`config.mk`:
```
export PLATFORM = sky130hd
export DESIGN_NAME = aclink_tx_framer
export DESIGN_NICKNAME = d
export VERILOG_FILES = /design/src/rtl/aclink_tx_pkg.sv /design/src/rtl/aclink_tx_timer.sv /design/src/rtl/aclink_tx_slot_packer.sv /design/src/rtl/aclink_tx_serializer.sv /design/src/rtl/aclink_tx_framer.sv
export SDC_FILE = /design/constraint.sdc
export NUM_CORES = 1
export LEC_CHECK = 0
export BUFFER_PORTS_ARGS = -buffer_cell sky130_fd_sc_hd__buf_2
export CORE_AREA = 2 2 80 82
export CTS_BUF_LIST = sky130_fd_sc_hd__clkbuf_2 sky130_fd_sc_hd__clkbuf_4 sky130_fd_sc_hd__clkbuf_8
export CTS_CLUSTER_SIZE = 25
export DETAILED_ROUTE_END_ITERATION = 10
export DIE_AREA = 0 0 82 84
export PLACE_DENSITY = 0.93
export SYNTH_ARGS = -nofsm -noshare
export SYNTH_HDL_FRONTEND = slang
export SYNTH_SLANG_ARGS = --single-unit
```
`constraint.sdc`:
```
create_clock -name clk -period 3.55 [get_ports clk]
set_input_delay 0 -clock clk [delete_from_list [all_inputs] [get_ports clk]]
set_output_delay 0 -clock clk [all_outputs]
set_load 0.01 [all_outputs]
```
`src/rtl/aclink_tx_pkg.sv`:
```
`timescale 1ns/1ps
package aclink_tx_pkg;
  // Number of slots after the tag that may carry content (1..4)
  localparam int PAYLOAD_SLOTS = 4;
  // Tag bit offsets, counted down from the tag MSB
  localparam int TAG_OFS_FRAME = 0;
  localparam int TAG_OFS_CMD   = 1;
  localparam int TAG_OFS_DATA  = 2;
  localparam int TAG_OFS_LEFT  = 3;
  localparam int TAG_OFS_RIGHT = 4;
  localparam int TAG_USED_BITS = 5;
endpackage

```
`src/rtl/aclink_tx_timer.sv`:
```
`timescale 1ns/1ps
module aclink_tx_timer #(
  parameter int TAG_W     = 16,
  parameter int SLOT_W    = 20,
  parameter int NUM_SLOTS = 12,
  localparam int SIW = $clog2(NUM_SLOTS + 1),
  localparam int BIW = $clog2((TAG_W > SLOT_W) ? TAG_W : SLOT_W)
) (
  input  logic           clk,
  input  logic           rst_n,
  output logic [SIW-1:0] slot_idx,
  output logic [BIW-1:0] bit_idx,
  output logic           frame_last,
  output logic           sync
);
  localparam logic [SIW-1:0] LAST_SLOT = SIW'(NUM_SLOTS);
  localparam logic [BIW-1:0] TAG_TOP   = BIW'(TAG_W - 1);
  localparam logic [BIW-1:0] SLOT_TOP  = BIW'(SLOT_W - 1);

  logic           slot_end;
  logic [SIW-1:0] slot_nxt;
  logic [BIW-1:0] bit_nxt;
  logic           sync_nxt;

  always_comb begin
    slot_end   = (bit_idx == '0);
    frame_last = slot_end && (slot_idx == LAST_SLOT);
    if (frame_last) begin
      slot_nxt = '0;
      bit_nxt  = TAG_TOP;
    end else if (slot_end) begin
      slot_nxt = slot_idx + 1'b1;
      bit_nxt  = SLOT_TOP;
    end else begin
      slot_nxt = slot_idx;
      bit_nxt  = bit_idx - 1'b1;
    end
    // high while the next position lies inside the tag slot
    sync_nxt = (slot_nxt == '0);
  end

  always_ff @(posedge clk) begin
    if (!rst_n) begin
      slot_idx <= LAST_SLOT;
      bit_idx  <= '0;
      sync     <= 1'b0;
    end else begin
      slot_idx <= slot_nxt;
      bit_idx  <= bit_nxt;
      sync     <= sync_nxt;
    end
  end


  sync_rise_at_tag_chk: assert property (@(posedge clk) disable iff (!rst_n)
    $rose(sync) |-> (slot_idx == '0) && (bit_idx == TAG_TOP));

  frame_wrap_chk: assert property (@(posedge clk) disable iff (!rst_n)
    frame_last |=> sync && (slot_idx == '0));

  sync_only_tag_chk: assert property (@(posedge clk) disable iff (!rst_n)
    sync |-> (slot_idx == '0));
endmodule

```
`src/rtl/aclink_tx_slot_packer.sv`:
```
`timescale 1ns/1ps
module aclink_tx_slot_packer
  import aclink_tx_pkg::*;
#(
  parameter int TAG_W    = 16,
  parameter int SLOT_W   = 20,
  parameter int ADDR_W   = 7,
  parameter int DATA_W   = 16,
  parameter int PCM_W    = 20,
  parameter int PCM_KEEP = 18
) (
  input  logic                                  clk,
  input  logic                                  rst_n,
  input  logic                                  load,
  input  logic                                  reg_valid,
  output logic                                  reg_ready,
  input  logic                                  reg_rd,
  input  logic [ADDR_W-1:0]                     reg_addr,
  input  logic [DATA_W-1:0]                     reg_wdata,
  input  logic                                  pcm_valid,
  output logic                                  pcm_ready,
  input  logic [PCM_W-1:0]                      pcm_left,
  input  logic [PCM_W-1:0]                      pcm_right,
  output logic [TAG_W-1:0]                      tag,
  output logic [PAYLOAD_SLOTS-1:0][SLOT_W-1:0]  payload
);
  logic              cmd_v_q, cmd_rd_q, pcm_v_q;
  logic [ADDR_W-1:0] cmd_addr_q;
  logic [DATA_W-1:0] cmd_data_q;
  logic [PCM_W-1:0]  left_q, right_q;

  function automatic logic [TAG_W-1:0] pack_tag(input logic cv, input logic rd, input logic pv);
    logic [TAG_W-1:0] t;
    t = '0;
    t[TAG_W-1-TAG_OFS_FRAME] = cv | pv;
    t[TAG_W-1-TAG_OFS_CMD]   = cv;
    t[TAG_W-1-TAG_OFS_DATA]  = cv & ~rd;
    t[TAG_W-1-TAG_OFS_LEFT]  = pv;
    t[TAG_W-1-TAG_OFS_RIGHT] = pv;
    return t;
  endfunction

  function automatic logic [SLOT_W-1:0] pack_addr(input logic cv, input logic rd, input logic [ADDR_W-1:0] a);
    logic [SLOT_W-1:0] s;
    s = '0;
    if (cv) begin
      s[SLOT_W-1]           = rd;
      s[SLOT_W-2 -: ADDR_W] = a;
    end
    return s;
  endfunction

  function automatic logic [SLOT_W-1:0] pack_data(input logic cv, input logic rd, input logic [DATA_W-1:0] d);
    logic [SLOT_W-1:0] s;
    s = '0;
    if (cv && !rd) s[SLOT_W-1 -: DATA_W] = d;
    return s;
  endfunction

  function automatic logic [SLOT_W-1:0] pack_pcm(input logic pv, input logic [PCM_W-1:0] smp);
    logic [SLOT_W-1:0] s;
    s = '0;
    if (pv) s[SLOT_W-1 -: PCM_KEEP] = smp[PCM_W-1 -: PCM_KEEP];
    return s;
  endfunction

  assign reg_ready = load;
  assign pcm_ready = load;

  always_ff @(posedge clk) begin
    if (!rst_n) begin
      cmd_v_q    <= 1'b0;
      cmd_rd_q   <= 1'b0;
      cmd_addr_q <= '0;
      cmd_data_q <= '0;
      pcm_v_q    <= 1'b0;
      left_q     <= '0;
      right_q    <= '0;
    end else if (load) begin
      cmd_v_q    <= reg_valid;
      cmd_rd_q   <= reg_rd;
      cmd_addr_q <= reg_addr;
      cmd_data_q <= reg_wdata;
      pcm_v_q    <= pcm_valid;
      left_q     <= pcm_left;
      right_q    <= pcm_right;
    end
  end

  always_comb begin
    tag        = pack_tag(cmd_v_q, cmd_rd_q, pcm_v_q);
    payload[0] = pack_addr(cmd_v_q, cmd_rd_q, cmd_addr_q);
    payload[1] = pack_data(cmd_v_q, cmd_rd_q, cmd_data_q);
    payload[2] = pack_pcm(pcm_v_q, left_q);
    payload[3] = pack_pcm(pcm_v_q, right_q);
  end


  cmd_taken_chk: assert property (@(posedge clk) disable iff (!rst_n)
    (load && reg_valid) |=> tag[TAG_W-1-TAG_OFS_CMD] && tag[TAG_W-1-TAG_OFS_FRAME]);

  cmd_idle_chk: assert property (@(posedge clk) disable iff (!rst_n)
    (load && !reg_valid) |=> !tag[TAG_W-1-TAG_OFS_CMD] && (payload[0] == '0) && (payload[1] == '0));

  read_blank_chk: assert property (@(posedge clk) disable iff (!rst_n)
    (load && reg_valid && reg_rd) |=> (payload[1] == '0) && !tag[TAG_W-1-TAG_OFS_DATA]);

  frame_hold_chk: assert property (@(posedge clk) disable iff (!rst_n)
    !load |=> $stable(tag) && $stable(payload));
endmodule

```
`src/rtl/aclink_tx_serializer.sv`:
```
`timescale 1ns/1ps
module aclink_tx_serializer
  import aclink_tx_pkg::*;
#(
  parameter int TAG_W     = 16,
  parameter int SLOT_W    = 20,
  parameter int NUM_SLOTS = 12,
  localparam int SIW = $clog2(NUM_SLOTS + 1),
  localparam int BIW = $clog2((TAG_W > SLOT_W) ? TAG_W : SLOT_W)
) (
  input  logic                                  clk,
  input  logic                                  rst_n,
  input  logic [SIW-1:0]                        slot_idx,
  input  logic [BIW-1:0]                        bit_idx,
  input  logic [TAG_W-1:0]                      tag,
  input  logic [PAYLOAD_SLOTS-1:0][SLOT_W-1:0]  payload,
  output logic                                  sdata_out
);
  localparam logic [BIW-1:0] TAG_TOP = BIW'(TAG_W - 1);

  logic [SLOT_W-1:0] lane [NUM_SLOTS+1];
  logic              cur_bit;

  for (genvar s = 0; s <= NUM_SLOTS; s++) begin : g_lane
    if (s == 0) begin : g_tag
      assign lane[s] = SLOT_W'(tag);
    end else if (s <= PAYLOAD_SLOTS) begin : g_data
      assign lane[s] = payload[s-1];
    end else begin : g_rsvd
      assign lane[s] = '0;
    end
  end

  always_comb begin
    cur_bit = lane[slot_idx][bit_idx];
  end

  always_ff @(posedge clk) begin
    if (!rst_n) sdata_out <= 1'b0;
    else        sdata_out <= cur_bit;
  end


  reserved_zero_chk: assert property (@(posedge clk) disable iff (!rst_n)
    (slot_idx > SIW'(PAYLOAD_SLOTS)) |=> !sdata_out);

  tag_pad_zero_chk: assert property (@(posedge clk) disable iff (!rst_n)
    ((slot_idx == '0) && (bit_idx < BIW'(TAG_W - TAG_USED_BITS))) |=> !sdata_out);

  tag_msb_first_chk: assert property (@(posedge clk) disable iff (!rst_n)
    ((slot_idx == '0) && (bit_idx == TAG_TOP)) |=> (sdata_out == $past(tag[TAG_W-1])));
endmodule

```
`src/rtl/aclink_tx_framer.sv`:
```
`timescale 1ns/1ps
module aclink_tx_framer
  import aclink_tx_pkg::*;
#(
  parameter int TAG_W     = 16,
  parameter int SLOT_W    = 20,
  parameter int NUM_SLOTS = 12,
  parameter int ADDR_W    = 7,
  parameter int DATA_W    = 16,
  parameter int PCM_W     = 20,
  parameter int PCM_KEEP  = 18
) (
  input  logic              clk,
  input  logic              rst_n,
  input  logic              reg_valid,
  output logic              reg_ready,
  input  logic              reg_rd,
  input  logic [ADDR_W-1:0] reg_addr,
  input  logic [DATA_W-1:0] reg_wdata,
  input  logic              pcm_valid,
  output logic              pcm_ready,
  input  logic [PCM_W-1:0]  pcm_left,
  input  logic [PCM_W-1:0]  pcm_right,
  output logic              sync,
  output logic              sdata_out
);
  localparam int SIW = $clog2(NUM_SLOTS + 1);
  localparam int BIW = $clog2((TAG_W > SLOT_W) ? TAG_W : SLOT_W);

  logic [SIW-1:0]                       slot_idx;
  logic [BIW-1:0]                       bit_idx;
  logic                                 frame_last;
  logic [TAG_W-1:0]                     tag;
  logic [PAYLOAD_SLOTS-1:0][SLOT_W-1:0] payload;

  aclink_tx_timer #(
    .TAG_W(TAG_W), .SLOT_W(SLOT_W), .NUM_SLOTS(NUM_SLOTS)
  ) u_timer (
    .clk(clk), .rst_n(rst_n), .slot_idx(slot_idx), .bit_idx(bit_idx),
    .frame_last(frame_last), .sync(sync)
  );

  aclink_tx_slot_packer #(
    .TAG_W(TAG_W), .SLOT_W(SLOT_W), .ADDR_W(ADDR_W), .DATA_W(DATA_W),
    .PCM_W(PCM_W), .PCM_KEEP(PCM_KEEP)
  ) u_packer (
    .clk(clk), .rst_n(rst_n), .load(frame_last),
    .reg_valid(reg_valid), .reg_ready(reg_ready), .reg_rd(reg_rd),
    .reg_addr(reg_addr), .reg_wdata(reg_wdata),
    .pcm_valid(pcm_valid), .pcm_ready(pcm_ready),
    .pcm_left(pcm_left), .pcm_right(pcm_right),
    .tag(tag), .payload(payload)
  );

  aclink_tx_serializer #(
    .TAG_W(TAG_W), .SLOT_W(SLOT_W), .NUM_SLOTS(NUM_SLOTS)
  ) u_ser (
    .clk(clk), .rst_n(rst_n), .slot_idx(slot_idx), .bit_idx(bit_idx),
    .tag(tag), .payload(payload), .sdata_out(sdata_out)
  );


  reset_quiet_chk: assert property (@(posedge clk)
    !rst_n |=> !sync && !sdata_out);
endmodule

```
==> results of run 1 <==
-- cell usage in the layout, fill, tap and decap left out, types with 2 or more instances in the layout --
master	count
bufinv_16	2
o21ai_0	14
o221ai_1	5
nand2b_1	8
buf_2	67
ha_1	4
nor2_1	12
nor3_1	3
a21oi_1	77
or3_1	2
clkbuf_8	10
a211oi_1	3
inv_2	2
dlygate4sd3_1	63
a21boi_0	3
o31ai_1	4
a221o_1	2
nand3_1	11
nor2b_1	7
nand2_1	142
buf_4	4
a32oi_1	2
o22ai_1	4
dfxtp_1	73
mux2i_1	11
inv_1	10
o211ai_1	3
clkinv_2	2
a311oi_1	5
nand3b_1	3
-- worst paths after layout --
check	slack (ns)	startpoint	endpoint	cells after the start
worst max-delay path	0.56	u_timer.bit_idx[1]$_SDFF_PN0_	pcm_ready	7
worst min-delay path	0.43	reg_wdata[11]	u_packer.cmd_data_q[11]$_SDFFE_PN0P_	4
worst max register to register	0.75	u_timer.bit_idx[1]$_SDFF_PN0_	u_packer.cmd_data_q[14]$_SDFFE_PN0P_	8
worst min register to register	0.46	u_packer.left_q[19]$_SDFFE_PN0P_	u_packer.left_q[19]$_SDFFE_PN0P_	2
-- final cells by class --
type | count | area, um^2 | area share (%)
clock buffers | 11 | 145.1 | 3.127
clock inverters | 5 | 78.83 | 1.698
inverters | 13 | 48.80 | 1.051
multi-input cells | 345 | 1815 | 39.11
flip-flops and latches | 73 | 1461 | 31.48
well taps | 77 | 96.34 | 2.075
repair buffers | 134 | 996.0 | 21.46
-- logic make-up after synthesis --
group	synth area share (%)
and+or+nand+nor	23.77
AOI/OAI and AO/OA	23.02
DFF	42.14
buffers and inverters	5.592
muxes	3.499
adders and majority gates	1.732
xor gates and xnor gates	0.2526
-- sequential cells by signal, indices dropped and copies added, names as in the netlist, 4 cells and up --
name and flops:
u_packer.cmd_addr_q 7, u_packer.cmd_data_q 16, u_timer.slot_idx 4, u_timer.bit_idx 5, u_packer.left_q 18, u_packer.right_q 18
-- through the flow --
step	worst slack (ns)	utilization, %	hold slack (ns)	instance area, um^2	power (uW)
detailed placement	0.8868	62.13	0.2457	3787	2365
global route	0.3758	76.15	0.4399	4642	3412
CTS	0.6603	76.15	0.4218	4642	3151
floorplan	1.282	-	0.1258	3468	2075
global placement	0.9943	62.13	0.2415	3787	2316
finish	0.5629	76.15	0.4262	4642	3220
-- power breakdown --
part,total [uW],internal (uW),leakage [uW],switching (uW)
clock,733,422,0.000117,311
sequential,1310,1060,0.000595,251
combinational,1180,447,0.00104,730
total,3220,1930,0.00175,1290
-- worst min-delay path: cells and delay by family --
family	cells	cell delay, ns
AOI/OAI and AO/OA	1	0.05
buffers and inverters	2	0.65
and+or+nand+nor	1	0.04
-- what timing repair did --
| action | 4_1_cts | 5_1_grt |
|---|---|---|
| endpoints found under the hold margin | 64 | 0 |
| hold buffers | 63 | 0 |
| resized for setup | 0 | 0 |
| buffers inserted | 0 | 0 |
-- per-layer routing --
| metal | part of all wire [%] | wire [um] |
|---|---|---|
| met1 | 38 | 4329 |
| met2 | 50 | 5691 |
| met3 | 6.4 | 726 |
| met4 | 5.8 | 657 |
| met5 | 0 | 0 |
==> flow_summary.yaml, run 1 <==
yosys:
  netlist_instances: 467
  yosysWarnings: 0
  synth.avg_cell_area_um2: 7.427
  ys_types: 48
  synthTopCellsByArea: "dfxtp_1 42%, nand2_1 15%, a21oi_1 11%, mux2i_1 3.2%, clkbuf_1 3.0%"
  yosysSeqAreaShare_pct: 42.14
  synth_area_um2: 3468
  ys.flop_type: "dfxtp_1"
  synth_enable_flop_cells: 0
  yosysTopAreaCell: "dfxtp_1"
  async_flop_share_pct: 0
  ys_ff_latch: 73
  syn_nets: 539
  synthMostInstantiatedCell: "nand2_1"
  synth_top_area_share_pct: 42.14
  synth_commonest_cells: "143 x nand2_1, 77 x a21oi_1, 73 x dfxtp_1"
clock_tree:
  root_buffer: "clkbuf_8"
  clock_latency_ns: 0.35
  htree_levels: 3
  clk_path_buf_depth: 2
  cts_sinks: 73
  cts.clk_slew.worst_paths_ns: 0.08
  cts_tree: "done"
  cts_buffers: 9
power:
  p_leak_uw: 0.001749
  worst_ir_drop_vdd_v: 0.0004419
  power_per_cell_area_nw_per_um2: 693.6
timing:
  period_share_pct: 84.14
  worstMarginPinSlew_ns: 1.179
  clock_skew_ns: 0.01165
  min_period_ns: 2.987
  relSlewSlack_pct: 21.31
  setup_tns_ns: 0
  fmax_ghz: 0.3348
  finalSetupViolations: 0
  hold_violations: 0
  rsz0062_at_grt: "no"
  maxSlewViolCount: 0
critical_path:
  critPathMaxFanout: 64
  end_kind: "output port"
  required_ns: 3.55
  crit_buf_inv: 3
  critPathArrivalTime_ns: 2.99
  start_kind: "flip-flop"
  crit_type: "reg2out"
  crit_family: "buffers and inverters"
  crit_chain: "inv_1, ha_1, nor2b_1, and2_1, nand2_2, inv_2, buf_2"
  critPathSlowestCell: "inv_2"
  cpPeakStageDelay_ns: 0.74
floorplanning:
  core_um2: 6096
  num_rows: 29
  die_area_um2: 6888
  die_w_um: 82
  io_pins: 72
  initial_core_util_pct: 56.90
  die_height_um: 84
status:
  outcome: "finished, final reports clean"
global_route:
  top_usage_layer: "met2"
  grt-ovfl-total: 0
  antenna_found_initial: 0
  grtUsageMet1_pct: 40.98
  grt_max_degree: 72
  grtUsageMet2_pct: 57.35
  grt_first_pass_wirelength_um: 18220
  grt_usage_pct: 34.95
  grt_pass1_vias: 3830
  use_met3_pct: 7.684
route:
  via_per_inst: 5.883
  avgRoutedWirePerCell_um: 17.33
  dr.pass1.iters: 5
  drt-total-wl_um: 11400
  route.detailed.drc: 0
  ant_nets: 0
  first_iter_violations: 442
  vias: 3871
hold_path:
  hold_path_class: "in2reg"
final_layout:
  stdcell_count: 658
  fin_nets: 648
  diodes: 0
  syn2layout_area_growth_pct: 33.84
  drive_gt1_share_pct: 16.18
  nFillCells: 399
placed_design:
  dp_cells: 579
  place.gp.congestion: 0.9212
  post-dp-hpwl_um: 6244
  io_buffers: 67
run:
  maxCapViolations: 0
Power figures use the tool's default switching activity.
==> run 2: changes to the inputs <==
ABC_AREA = 1   (was not set)
CORE_AREA = 2 2 87 89   (was 2 2 80 82)
DIE_AREA = 0 0 89 91   (was 0 0 82 84)
PLACE_DENSITY = 0.85   (was 0.93)
clock period = 2.49 ns   (was 3.55 ns; I/O delays follow)
==> flow_summary.yaml, run 2 <==
yosys:
  synth_top_family_by_area: "simple AND/OR/NAND/NOR gates"
  netlist_instances: 530
  ys.flop_type: "dfxtp_1"
  synth_xor_area_share_pct: 0.4958
  synthAdderAreaFrac_pct: 1.416
  ys_types: 26
  synth-simple-area-share_pct: 27.97
  yosysSeqAreaShare_pct: 41.36
  synthTopCellsByArea: "dfxtp_1 41%, o21ai_0 12%, nor2_1 11%, nand2_1 9.9%, a21oi_1 5.2%"
  synth_enable_flop_cells: 0
  synth_commonest_cells: "104 x nor2_1, 93 x nand2_1, 84 x o21ai_0"
  synth_top_area_share_pct: 41.36
  async_flop_share_pct: 0
  synthMuxAreaShare_pct: 0
  synth_area_um2: 3533
  yosysWarnings: 0
  ys_ff_latch: 73
  synthMostInstantiatedCell: "nor2_1"
  synth-compound-area-share_pct: 18.20
  synth.avg_cell_area_um2: 6.667
  yosysTopAreaCell: "dfxtp_1"
  syn_nets: 602
floorplanning:
  die_w_um: 89
  initial_core_util_pct: 49.51
  num_rows: 31
  io_pins: 72
  die_height_um: 91
  die_area_um2: 8099
  core_um2: 7137
timing:
  rsz0062_at_grt: "no"
  fmax_ghz: 0.4721
  setup_tns_ns: 0
  maxSlewViolCount: 0
  relSlewSlack_pct: 66.56
  period_share_pct: 85.07
  finalSetupViolations: 0
  min_period_ns: 2.118
  worstMarginPinSlew_ns: 0.5009
  clock_skew_ns: 0.006599
  hold_violations: 1
  worst_slack_ns: 0.3717
  holdWs_ns: -0.002863
critical_path:
  required_ns: 2.49
  critPathMaxFanout: 39
  crit_chain: "inv_2, ha_1, inv_1, nor2_1, nand2_2, nor2_4, buf_4, buf_2"
  start_kind: "flip-flop"
  end_kind: "output port"
  critPathSlowestCell: "buf_4"
  cpPeakStageDelay_ns: 0.34
  crit_type: "reg2out"
  critPathArrivalTime_ns: 2.12
placed_design:
  io_buffers: 67
  placed_cell_area_um2: 3897
  post-place-ws_ns: 0.5739
  post-dp-hpwl_um: 7189
  place.gp.congestion: 0.9311
global_route:
  grt-ovfl-total: 0
  grt_pass1_vias: 3981
  grt_first_pass_wirelength_um: 18250
  use_met3_pct: 6.364
  grtUsageMet2_pct: 49.38
  grtUsageMet1_pct: 35.04
  top_usage_layer: "met2"
  antenna_found_initial: 0
  grt_usage_pct: 29.17
  grt_max_degree: 41
clock_tree:
  root_buffer: "clkbuf_8"
  cts_sinks: 73
  clock_latency_ns: 0.35
  clk_path_buf_depth: 2
  cts.clk_slew.worst_paths_ns: 0.07
  post-cts-setup-buffers: 0
  htree_levels: 3
  cts_buffers: 9
  cts_tree: "done"
final_layout:
  multi_input_area_um2: 1699
  diodes: 0
  nFillCells: 650
  drive_gt1_share_pct: 16.26
  syn2layout_area_growth_pct: 32.26
  fin_nets: 720
  seqCellArea_um2: 1461
  largestRegisters: "u_packer.left_q x18, u_packer.right_q x18, u_packer.cmd_data_q x16"
  mostFrequentLayoutCell: "nor2_1"
  most-common-layout-cells: "104 x nor2_1, 93 x nand2_1, 84 x o21ai_0"
  final_cell_area_um2: 4673
run:
  maxCapViolations: 0
status:
  outcome: "complete, but fails checks"
  violations: "negative hold slack"
route:
  via_per_inst: 5.281
  vias: 3966
  route.detailed.drc: 0
  first_iter_violations: 281
  avgRoutedWirePerCell_um: 14.98
  drt-total-wl_um: 11250
  ant_nets: 0
  dr.pass1.iters: 5
power:
  power_per_cell_area_nw_per_um2: 1053
  power.total_uw: 4920
  p_leak_uw: 0.002134
  worst_ir_drop_vdd_v: 0.0006974
hold_path:
  hold_path_class: "in2reg"
[run 2: path summary, 6_finish.rpt]
| check | start | endpoint | slack (ns) | cells past startpoint |
|---|---|---|---|---|
| worst min-delay path | reg_wdata[7] | u_packer.cmd_data_q[7]$_SDFFE_PN0P_ | -0.003 | 3 |
| worst min register to register | u_packer.right_q[7]$_SDFFE_PN0P_ | u_packer.right_q[7]$_SDFFE_PN0P_ | 0.46 | 2 |
| worst max register to register | u_timer.bit_idx[0]$_SDFF_PN0_ | u_packer.cmd_data_q[7]$_SDFFE_PN0P_ | 0.54 | 10 |
| worst max-delay path | u_timer.bit_idx[0]$_SDFF_PN0_ | reg_ready | 0.37 | 8 |
[run 2: power by group]
part	switching (uW)	internal [uW]	leakage [uW]	total, uW
registers	346	1700	0.000599	2050
clock network	424	388	0.0000921	811
logic	1360	703	0.00144	2060
[run 2: area by class of cell]
class,instances,share of cell area (%)
inverters,50,4.016
well taps,99,2.651
multi-input cells,374,36.36
repair buffers,140,22.17
clock inverters,4,0.4284
clock buffers,11,3.106
flip-flops and latches,73,31.27
[run 2: worst max-delay path: cells and delay by family, from the launching register on]
kind,cells,cell delay (ns)
simple gates,3,0.43
fa+ha+maj,1,0.21
buf+inv,4,0.81
flops,1,0.32
[run 2: metal layers]
| metal | share of wire (%) | vias to the layer above | wire length, um |
|---|---|---|---|
| met5 | 0 | - | 0 |
| met1 | 41 | 1823 | 4580 |
| met4 | 3.5 | 0 | 394 |
| met3 | 6.1 | 39 | 683 |
| li1 | - | 1935 | - |
| met2 | 50 | 169 | 5590 |
[run 2: logic make-up (layout without fill, tap and decap cells)]
| group | Yosys count | after routing |
|---|---|---|
| buffers and inverters | 83 | 205 |
| adder cells (fa/ha/maj) | 4 | 4 |
| XOR/XNOR | 2 | 2 |
| flip-flops | 73 | 73 |
| AO/OA/AOI/OAI | 127 | 127 |
| AND/OR/NAND/NOR | 241 | 241 |
[run 2: through the flow]
step,std cells,util [%],hold WS [ns]
final,751,65.48,-0.002863
after global routing,751,65.48,0.009708
after CTS,751,65.48,0.01304
after detailed placement,675,54.61,0.2283
after global placement,675,54.61,0.2226
after floorplan,530,-,0.1349
[run 2: what timing repair did]
action                    4_1_cts  5_1_grt
hold buffers                   61        0
hold endpoints to repair       61        0
resized for setup               0        0
